### src/rtl/acc_cpu_pkg.sv
package acc_cpu_pkg;

    typedef enum logic [3:0] {
        OP_IN   = 4'h0,
        OP_OUT  = 4'h1,
        OP_LDM  = 4'h2,
        OP_STM  = 4'h3,
        OP_ADD  = 4'h4,
        OP_SUB  = 4'h5,
        OP_INC  = 4'h6,
        OP_DEC  = 4'h7,
        OP_JMP  = 4'h8,
        OP_JZ   = 4'h9,
        OP_JN   = 4'hA,
        OP_SET  = 4'hB,
        OP_WAIT = 4'hC,
        OP_HLT  = 4'hF
    } op_e;

    typedef enum logic [2:0] {
        S_FETCH,
        S_DECODE,
        S_OPND,
        S_INDIR,
        S_EXEC,
        S_WAIT,
        S_HALT
    } state_e;

    typedef enum logic [1:0] {
        RS_ALU,
        RS_MEM,
        RS_IN,
        RS_IMM
    } rsrc_e;

    typedef enum logic [1:0] {
        ALU_ADD = 2'b00,
        ALU_SUB = 2'b01,
        ALU_INC = 2'b10,
        ALU_DEC = 2'b11
    } alu_e;

endpackage

### src/rtl/acc_cpu_alu.sv
module acc_cpu_alu
    import acc_cpu_pkg::*;
#(
    parameter int DW = 8
) (
    input  logic [DW-1:0] acc,
    input  logic [DW-1:0] mem,
    input  alu_e          op,
    input  logic          flag_neg,
    output logic [DW-1:0] res,
    output logic          flag
);

    always_comb begin
        unique case (op)
            ALU_ADD: res = acc + mem;
            ALU_SUB: res = acc - mem;
            ALU_INC: res = mem + DW'(1);
            ALU_DEC: res = mem - DW'(1);
            default: res = acc;
        endcase
        flag = flag_neg ? acc[DW-1] : (acc == '0);
    end

endmodule

### src/rtl/acc_cpu_pc.sv
module acc_cpu_pc #(
    parameter int AW = 8
) (
    input  logic          clk,
    input  logic          rst_n,
    input  logic          inc,
    input  logic          load,
    input  logic [AW-1:0] target,
    output logic [AW-1:0] pc
);

    always_ff @(posedge clk) begin
        if (!rst_n)    pc <= '0;
        else if (load) pc <= target;
        else if (inc)  pc <= pc + AW'(1);
    end

    // each fetched byte advances the PC by one
    assert_pc_step_R2: assert property (@(posedge clk) disable iff (!rst_n)
        (inc && !load) |=> (pc == $past(pc) + AW'(1)));

    // a taken branch lands on its operand
    assert_pc_branch_R6: assert property (@(posedge clk) disable iff (!rst_n)
        load |=> (pc == $past(target)));

endmodule

### src/rtl/acc_cpu_ctrl.sv
module acc_cpu_ctrl
    import acc_cpu_pkg::*;
#(
    parameter int DW    = 8,
    parameter int AW    = 8,
    parameter int TICKS = 16
) (
    input  logic          clk,
    input  logic          rst_n,
    input  logic          hold,
    input  logic          dbg_en,
    input  logic          step,
    input  logic [DW-1:0] rom_data,
    input  logic [DW-1:0] ram_rdata,
    input  logic          in_empty,
    input  logic          out_full,
    input  logic          alu_flag,
    output logic          pc_inc,
    output logic          pc_load,
    output logic [AW-1:0] pc_target,
    output logic          r_load,
    output rsrc_e         r_src,
    output logic [DW-1:0] imm,
    output alu_e          alu_op,
    output logic          flag_neg,
    output logic [AW-1:0] ram_addr,
    output logic          ram_we,
    output logic          wsel_acc,
    output logic          in_pop,
    output logic          out_push
);

    localparam int CW = DW + $clog2(TICKS + 1);

    state_e         state_q, state_d;
    op_e            op_q;
    logic           ind_q;
    logic [DW-1:0]  opnd_q;
    logic [AW-1:0]  eff_q;
    logic [CW-1:0]  cnt_q;
    logic           ir_ld, opnd_ld, eff_ld, cnt_ld, cnt_dec;
    logic           mem_op;

    assign mem_op    = op_q inside {OP_LDM, OP_STM, OP_ADD, OP_SUB, OP_INC, OP_DEC};
    assign imm       = opnd_q;
    assign pc_target = AW'(opnd_q);
    assign ram_addr  = (state_q == S_INDIR) ? AW'(opnd_q) : eff_q;

    // state register
    always_ff @(posedge clk) begin
        if (!rst_n) state_q <= S_FETCH;
        else        state_q <= state_d;
    end

    // instruction, operand, address and delay registers
    always_ff @(posedge clk) begin
        if (!rst_n) begin
            op_q   <= OP_IN;
            ind_q  <= 1'b0;
            opnd_q <= '0;
            eff_q  <= '0;
            cnt_q  <= '0;
        end else begin
            if (ir_ld) begin
                op_q  <= op_e'(rom_data[DW-1:DW-4]);
                ind_q <= rom_data[3];
            end
            if (opnd_ld) begin
                opnd_q <= rom_data;
                eff_q  <= AW'(rom_data);
            end
            if (eff_ld) eff_q <= AW'(ram_rdata);
            if (cnt_ld)       cnt_q <= CW'(opnd_q) * CW'(TICKS);
            else if (cnt_dec) cnt_q <= cnt_q - CW'(1);
        end
    end

    // next state and control outputs
    always_comb begin
        state_d  = state_q;
        ir_ld    = 1'b0;
        opnd_ld  = 1'b0;
        eff_ld   = 1'b0;
        cnt_ld   = 1'b0;
        cnt_dec  = 1'b0;
        pc_inc   = 1'b0;
        pc_load  = 1'b0;
        r_load   = 1'b0;
        r_src    = RS_ALU;
        alu_op   = ALU_ADD;
        flag_neg = 1'b0;
        ram_we   = 1'b0;
        wsel_acc = 1'b0;
        in_pop   = 1'b0;
        out_push = 1'b0;

        unique case (state_q)
            S_FETCH: begin
                if (!dbg_en || step) begin
                    ir_ld   = 1'b1;
                    pc_inc  = 1'b1;
                    state_d = S_DECODE;
                end
            end
            S_DECODE: begin
                case (op_q)
                    OP_IN: if (!in_empty) begin
                        in_pop  = 1'b1;
                        r_load  = 1'b1;
                        r_src   = RS_IN;
                        state_d = S_FETCH;
                    end
                    OP_OUT: if (!out_full) begin
                        out_push = 1'b1;
                        state_d  = S_FETCH;
                    end
                    OP_LDM, OP_STM, OP_ADD, OP_SUB, OP_INC, OP_DEC,
                    OP_JMP, OP_JZ, OP_JN, OP_SET, OP_WAIT:
                        state_d = S_OPND;
                    default: state_d = S_HALT;
                endcase
            end
            S_OPND: begin
                pc_inc  = 1'b1;
                opnd_ld = 1'b1;
                state_d = (mem_op && ind_q) ? S_INDIR : S_EXEC;
            end
            S_INDIR: begin
                eff_ld  = 1'b1;
                state_d = S_EXEC;
            end
            S_EXEC: begin
                state_d = S_FETCH;
                case (op_q)
                    OP_LDM: begin r_load = 1'b1; r_src = RS_MEM; end
                    OP_STM: begin ram_we = 1'b1; wsel_acc = 1'b1; end
                    OP_ADD: begin r_load = 1'b1; alu_op = ALU_ADD; end
                    OP_SUB: begin r_load = 1'b1; alu_op = ALU_SUB; end
                    OP_INC: begin r_load = 1'b1; alu_op = ALU_INC; ram_we = 1'b1; end
                    OP_DEC: begin r_load = 1'b1; alu_op = ALU_DEC; ram_we = 1'b1; end
                    OP_JMP: pc_load = 1'b1;
                    OP_JZ:  begin flag_neg = 1'b0; pc_load = alu_flag; end
                    OP_JN:  begin flag_neg = 1'b1; pc_load = alu_flag; end
                    OP_SET: begin r_load = 1'b1; r_src = RS_IMM; end
                    OP_WAIT: if (opnd_q != '0) begin
                        cnt_ld  = 1'b1;
                        state_d = S_WAIT;
                    end
                    default: ;
                endcase
            end
            S_WAIT: begin
                cnt_dec = 1'b1;
                if (cnt_q == CW'(1)) state_d = S_FETCH;
            end
            S_HALT: state_d = S_HALT;
            default: state_d = S_HALT;
        endcase

        if (hold) begin
            state_d  = state_q;
            ir_ld    = 1'b0;
            opnd_ld  = 1'b0;
            eff_ld   = 1'b0;
            cnt_ld   = 1'b0;
            cnt_dec  = 1'b0;
            pc_inc   = 1'b0;
            pc_load  = 1'b0;
            r_load   = 1'b0;
            ram_we   = 1'b0;
            in_pop   = 1'b0;
            out_push = 1'b0;
        end
    end

    // an empty input queue keeps an input instruction in DECODE
    assert_inbox_wait_R7: assert property (@(posedge clk) disable iff (!rst_n)
        (state_q == S_DECODE && op_q == OP_IN && in_empty) |=> (state_q == S_DECODE));

    // a full output queue keeps an output instruction in DECODE
    assert_outbox_wait_R8: assert property (@(posedge clk) disable iff (!rst_n)
        (state_q == S_DECODE && op_q == OP_OUT && out_full) |=> (state_q == S_DECODE));

    // never push into a full queue
    assert_push_room_R8: assert property (@(posedge clk) disable iff (!rst_n)
        out_push |-> !out_full);

    // debug mode parks in FETCH until a step pulse
    assert_dbg_park_R10: assert property (@(posedge clk) disable iff (!rst_n)
        (state_q == S_FETCH && dbg_en && !step && !hold) |=> (state_q == S_FETCH && $stable(op_q)));

    // hold freezes the machine
    assert_hold_freeze_R11: assert property (@(posedge clk) disable iff (!rst_n)
        hold |=> ($stable(state_q) && $stable(op_q) && $stable(opnd_q)));

    // halted is terminal
    assert_halt_sticky_R12: assert property (@(posedge clk) disable iff (!rst_n)
        (state_q == S_HALT) |=> (state_q == S_HALT));

endmodule

### src/rtl/acc_cpu.sv
module acc_cpu
    import acc_cpu_pkg::*;
#(
    parameter int DW    = 8,
    parameter int AW    = 8,
    parameter int TICKS = 16
) (
    input  logic          clk,
    input  logic          rst_n,
    input  logic          hold,
    input  logic          dbg_en,
    input  logic          step,
    output logic [AW-1:0] rom_addr,
    input  logic [DW-1:0] rom_data,
    output logic [AW-1:0] ram_addr,
    output logic [DW-1:0] ram_wdata,
    output logic          ram_we,
    input  logic [DW-1:0] ram_rdata,
    input  logic [DW-1:0] in_data,
    input  logic          in_empty,
    output logic          in_pop,
    output logic [DW-1:0] out_data,
    input  logic          out_full,
    output logic          out_push
);

    logic          pc_inc, pc_load, r_load, flag_neg, alu_flag, wsel_acc;
    logic [AW-1:0] pc_target;
    logic [DW-1:0] imm, alu_res, r_q;
    rsrc_e         r_src;
    alu_e          alu_op;

    acc_cpu_ctrl #(.DW(DW), .AW(AW), .TICKS(TICKS)) u_ctrl (
        .clk       (clk),
        .rst_n     (rst_n),
        .hold      (hold),
        .dbg_en    (dbg_en),
        .step      (step),
        .rom_data  (rom_data),
        .ram_rdata (ram_rdata),
        .in_empty  (in_empty),
        .out_full  (out_full),
        .alu_flag  (alu_flag),
        .pc_inc    (pc_inc),
        .pc_load   (pc_load),
        .pc_target (pc_target),
        .r_load    (r_load),
        .r_src     (r_src),
        .imm       (imm),
        .alu_op    (alu_op),
        .flag_neg  (flag_neg),
        .ram_addr  (ram_addr),
        .ram_we    (ram_we),
        .wsel_acc  (wsel_acc),
        .in_pop    (in_pop),
        .out_push  (out_push)
    );

    acc_cpu_pc #(.AW(AW)) u_pc (
        .clk    (clk),
        .rst_n  (rst_n),
        .inc    (pc_inc),
        .load   (pc_load),
        .target (pc_target),
        .pc     (rom_addr)
    );

    acc_cpu_alu #(.DW(DW)) u_alu (
        .acc      (r_q),
        .mem      (ram_rdata),
        .op       (alu_op),
        .flag_neg (flag_neg),
        .res      (alu_res),
        .flag     (alu_flag)
    );

    always_ff @(posedge clk) begin
        if (!rst_n) r_q <= '0;
        else if (r_load) begin
            unique case (r_src)
                RS_ALU:  r_q <= alu_res;
                RS_MEM:  r_q <= ram_rdata;
                RS_IN:   r_q <= in_data;
                RS_IMM:  r_q <= imm;
                default: r_q <= r_q;
            endcase
        end
    end

    assign ram_wdata = wsel_acc ? r_q : alu_res;
    assign out_data  = r_q;

    // a pop captures the queue head into R
    assert_pop_capture_R7: assert property (@(posedge clk) disable iff (!rst_n)
        in_pop |=> (out_data == $past(in_data)));

    // no strobe during hold
    assert_hold_quiet_R11: assert property (@(posedge clk) disable iff (!rst_n)
        hold |-> !(in_pop || out_push || ram_we));

endmodule

### config.mk
export PLATFORM = sky130hd
export DESIGN_NAME = acc_cpu
export DESIGN_NICKNAME = d
export VERILOG_FILES = /design/src/rtl/acc_cpu_pkg.sv /design/src/rtl/acc_cpu_alu.sv /design/src/rtl/acc_cpu_pc.sv /design/src/rtl/acc_cpu_ctrl.sv /design/src/rtl/acc_cpu.sv
export SDC_FILE = /design/constraint.sdc
export NUM_CORES = 1
export LEC_CHECK = 0
export ABC_AREA = 1
export ABC_CLOCK_PERIOD_IN_PS = 2970
export BUFFER_PORTS_ARGS = -buffer_cell sky130_fd_sc_hd__buf_2
export CAP_MARGIN = 20
export CORE_MARGIN = 2
export CORE_UTILIZATION = 57
export DETAILED_ROUTE_END_ITERATION = 16
export PLACE_DENSITY = 0.81
export RECOVER_POWER = 100
export SYNTH_ARGS = -nofsm -noshare
export SYNTH_HDL_FRONTEND = slang
export SYNTH_SLANG_ARGS = --single-unit
### constraint.sdc
create_clock -name clk -period 2.97 [get_ports clk]
set_clock_uncertainty 0.05 [all_clocks]
set_input_delay 0.1485 -clock clk [delete_from_list [all_inputs] [get_ports clk]]
set_output_delay 0.1485 -clock clk [all_outputs]
set_load 0.05 [all_outputs]
==> summary.txt <==
Timing
  – RSZ-0062 raised after global routing: true
  – Least-Margin Pin Slew: 0.709 ns
  – Count of final hold-check violations: 0
  – Final Cycle Share: 1.00
  – Setup ws final: -0.00466 ns
  – Max-slew headroom: 0.527
  – Minimum clock period: 2.97 ns
  – Slew Viols, Final: 0
  – Hold_ws: 0.0676 ns
  – Max Clock Freq: 336 MHz
  – Setup-failing EPs final: 2

CTS
  – Max Root-Sink Buffers: 2
  – Worst-path clk slew: 0.10 ns
  – H-tree depth: 2
  – CTS tree: built
  – Root Driver: clkbuf_8
  – Clk sinks: 53
  – CTS Hold Bufs: 0
  – TritonCTS buffer count: 5
  – Clk_lat worst skew: 0.31 ns

Route
  – Wire per inst: 15.2 um
  – Residual DRC: 0
  – DRT iter0 DRCs: 366
  – Routed Antenna Nets: 0
  – Via density per instance: 5.62
  – Drt pass-1 iters: 5
  – Final WL: 12300 um
  – Via count: 4559

Synth
  – FFs w/ async S/R, synth: 0
  – Yosys warnings: 0
  – Post-Synthesis Cells: 633
  – Synth top area share: 0.266
  – Synthesized area: 3990 um^2
  – Yosys top cell by area: dfxtp_1
  – Syn nets: 684
  – Synth Area per Inst: 6.30 um^2
  – Number of synthesized flops with an enable pin: 0
  – Seq/Total Area, Yosys: 0.266
  – Synth Register Bits: 53
  – Synth Flop Type: dfxtp_1
  – Distinct cells, synth: 43
  – Synth area leaders: dfxtp_1, nand2_1, inv_1

Power and ir drop
  – Flop pwr share: 0.332
  – Sw Share: 0.453
  – Internal: 0.00133 W
  – VDD IR-drop max: 391 uV
  – Clock power frac: 0.177
  – Net switching power: 0.00110 W
  – Static leakage: 2.22 nW
  – Gate power share: 0.491
  – Power density cells: 513 nW/um^2

Worst setup path
  – Setup crit end kind: output port
  – Reg2reg path depth: 20
  – CP max stage cell: dfxtp_4
  – Most frequent CP cell: nand2_2
  – CP Launch Type: register
  – Data arrival, critical path: 2.78 ns
  – CP max FO: 2
  – Crit Path Category: reg2out
  – CP cell instances: nor2_4, nand2_2, nor2_4, nand2_2, inv_2, nand2_4, o21ai_4, inv_2, fa_2, inv_2, nand2_2, nand2_2, nand2_2, nand2_2, nand2_2, a21oi_2, nor2_1, nand2_1, nand3_2, a31oi_4, buf_6
  – Delay of the slowest critical-path stage: 0.37 ns
  – Req. time, crit path: 2.77 ns

GRT
  – Number of global-route vias before repair: 4120
  – Initial antenna violation count: 0
  – First-pass GRT wire length: 19600 um
  – Gr usage total: 0.325
  – Largest net degree at the start of global routing: 27
  – GRT overflow: 0

Worst hold path
  – Worst Hold Class: in2reg
  – Worst Hold Depth: 3

Die
  – Row count: 30
  – IO Pins: 66
  – Core ar.: 6790 um^2
  – Die area: 7680 um^2
  – Die Height: 87.7 um
  – Die width: 87.7 um
  – Starting Density: 0.587

Status
  – Violated checks: negative setup slack
  – Outcome: finished, violations left

Place
  – Post-placement cell area: 4460 um^2
  – IO Port Bufs: 65
  – Post-DP HPWL: 9250 um
  – Routability cong.: 0.961

Layout
  – ANT cells: 0
  – Most frequent cells in the layout: nand2_1, inv_1, nor2_1, o21ai_0, dfxtp_1
  – Final core utilization: 0.700
  – Post-layout instance area: 4760 um^2
  – Fill cell count: 617
  – Commonest non-fill, non-tap cell in the layout: nand2_1
  – Share of cells above drive strength 1: 0.208
  – Fin nets: 765
  – Syn-to-layout area delta: 19.3%

Run
  – Max Cap Viol: 0
-- state kept, by name, summed over array words and instances, names as in the netlist --
| signal | flops |
|---|---|
| u_ctrl.op_q | 4 |
| u_ctrl.ind_q | 1 |
| u_pc.pc | 8 |
| u_ctrl.eff_q | 8 |
| u_ctrl.imm | 8 |
| out_data | 8 |
| u_ctrl.cnt_q | 13 |
| u_ctrl.state_q | 3 |
-- synth_stat cells (2+ instances only) --
| library cell | instances |
|---|---|
| nor2_2 | 6 |
| nor2_4 | 2 |
| xor2_1 | 11 |
| a21oi_2 | 2 |
| nor4_1 | 2 |
| o221ai_1 | 3 |
| nor3_1 | 8 |
| inv_2 | 7 |
| nor2_1 | 57 |
| clkbuf_1 | 5 |
| nand3_1 | 32 |
| inv_1 | 87 |
| o211ai_1 | 2 |
| or2_2 | 7 |
| nand3b_1 | 2 |
| a31oi_1 | 18 |
| dfxtp_1 | 53 |
| o21ai_0 | 57 |
| fa_1 | 2 |
| o31ai_1 | 2 |
| clkinv_1 | 2 |
| o21ai_2 | 3 |
| buf_2 | 3 |
| ha_1 | 18 |
| nand2_1 | 168 |
| nand3_2 | 3 |
| o2111ai_1 | 2 |
| nand4_1 | 4 |
| a22oi_1 | 4 |
| a21oi_1 | 38 |
| nand2_2 | 7 |
| o22ai_1 | 3 |
| xnor2_1 | 3 |
-- cells by family (layout without fill, tap and decap cells) --
| logic type | Yosys count | in the layout | share of synthesized area |
|---|---|---|---|
| AOI/OAI and AO/OA | 138 | 138 | 0.201 |
| xor gates and xnor gates | 14 | 14 | 0.0307 |
| buffers and inverters | 105 | 187 | 0.102 |
| DFF | 53 | 53 | 0.266 |
| and+or+nand+nor | 302 | 302 | 0.331 |
| muxes | 1 | 1 | 0.00282 |
| adders and majority gates | 20 | 20 | 0.0665 |
-- worst max-delay path, delay by kind of cell, from the launching register on --
kind	cells	cell delay [ns]
adder cells (fa/ha/maj)	1	0.35
buffers and inverters	4	0.38
AND/OR/NAND/NOR	13	1.00
flip-flops	1	0.37
AO/OA/AOI/OAI	3	0.36
-- final cells by class --
cell class | count | area (um^2) | area share
multi-input cells | 475 | 2650 | 0.558
flip-flops and latches | 53 | 1070 | 0.225
repair buffers | 83 | 462 | 0.0970
inverters | 96 | 360 | 0.0757
well taps | 96 | 120 | 0.0252
clock buffers | 5 | 68.8 | 0.0145
clock inverters | 3 | 21.3 | 0.00447
-- stage by stage --
stage,setup slack (ns),setup TNS [ns],power [W],cells
3_5_place_dp,0.0388,0,0.00188,791
4_1_cts,-0.00429,-0.00429,0.00239,810
3_3_place_gp,0.136,0,0.00186,791
6_report,-0.00466,-0.00817,0.00244,811
5_1_grt,-0.180,-0.637,0.00259,811
2_1_floorplan,0.0884,0,0.00163,633
-- worst paths after layout --
| path | startpoint | end | slack [ns] |
|---|---|---|---|
| hold / removal | rom_data[2] | u_ctrl.imm[2] | 0.07 |
| hold reg to reg | u_ctrl.imm[2] | u_ctrl.imm[2] | 0.44 |
| setup reg to reg | u_ctrl.state_q[1] | out_data[5] | 0.42 |
| setup / recovery | u_ctrl.state_q[1] | ram_wdata[6] | -0.005 |
-- per-layer routing --
layer	part of all wire	wire, um	track usage
met5	0	0	0
met4	0.022	268	0.109
met3	0.088	1080	0.0471
met2	0.44	5390	0.494
met1	0.45	5570	0.471
-- power by group through the flow --
stage / sequential, W / clock, W / combinational [W]
final: 0.000810 / 0.000431 / 0.00120
after global routing: 0.000817 / 0.000458 / 0.00131
after CTS: 0.000808 / 0.000431 / 0.00115
after detailed placement: 0.000823 / 0 / 0.00105
after global placement: 0.000821 / 0 / 0.00104
after floorplan: 0.000884 / 0 / 0.000749
-- repair_timing --
action | CTS | global route
setup buffers | 11 | 1
pin swaps | 11 | 14
endpoints found under the setup margin | 4 | 5
gates cloned | 0 | 0
hold endpoints to repair | 0 | 0
gates resized for setup | 29 | 18
Power figures use the tool's default switching activity.
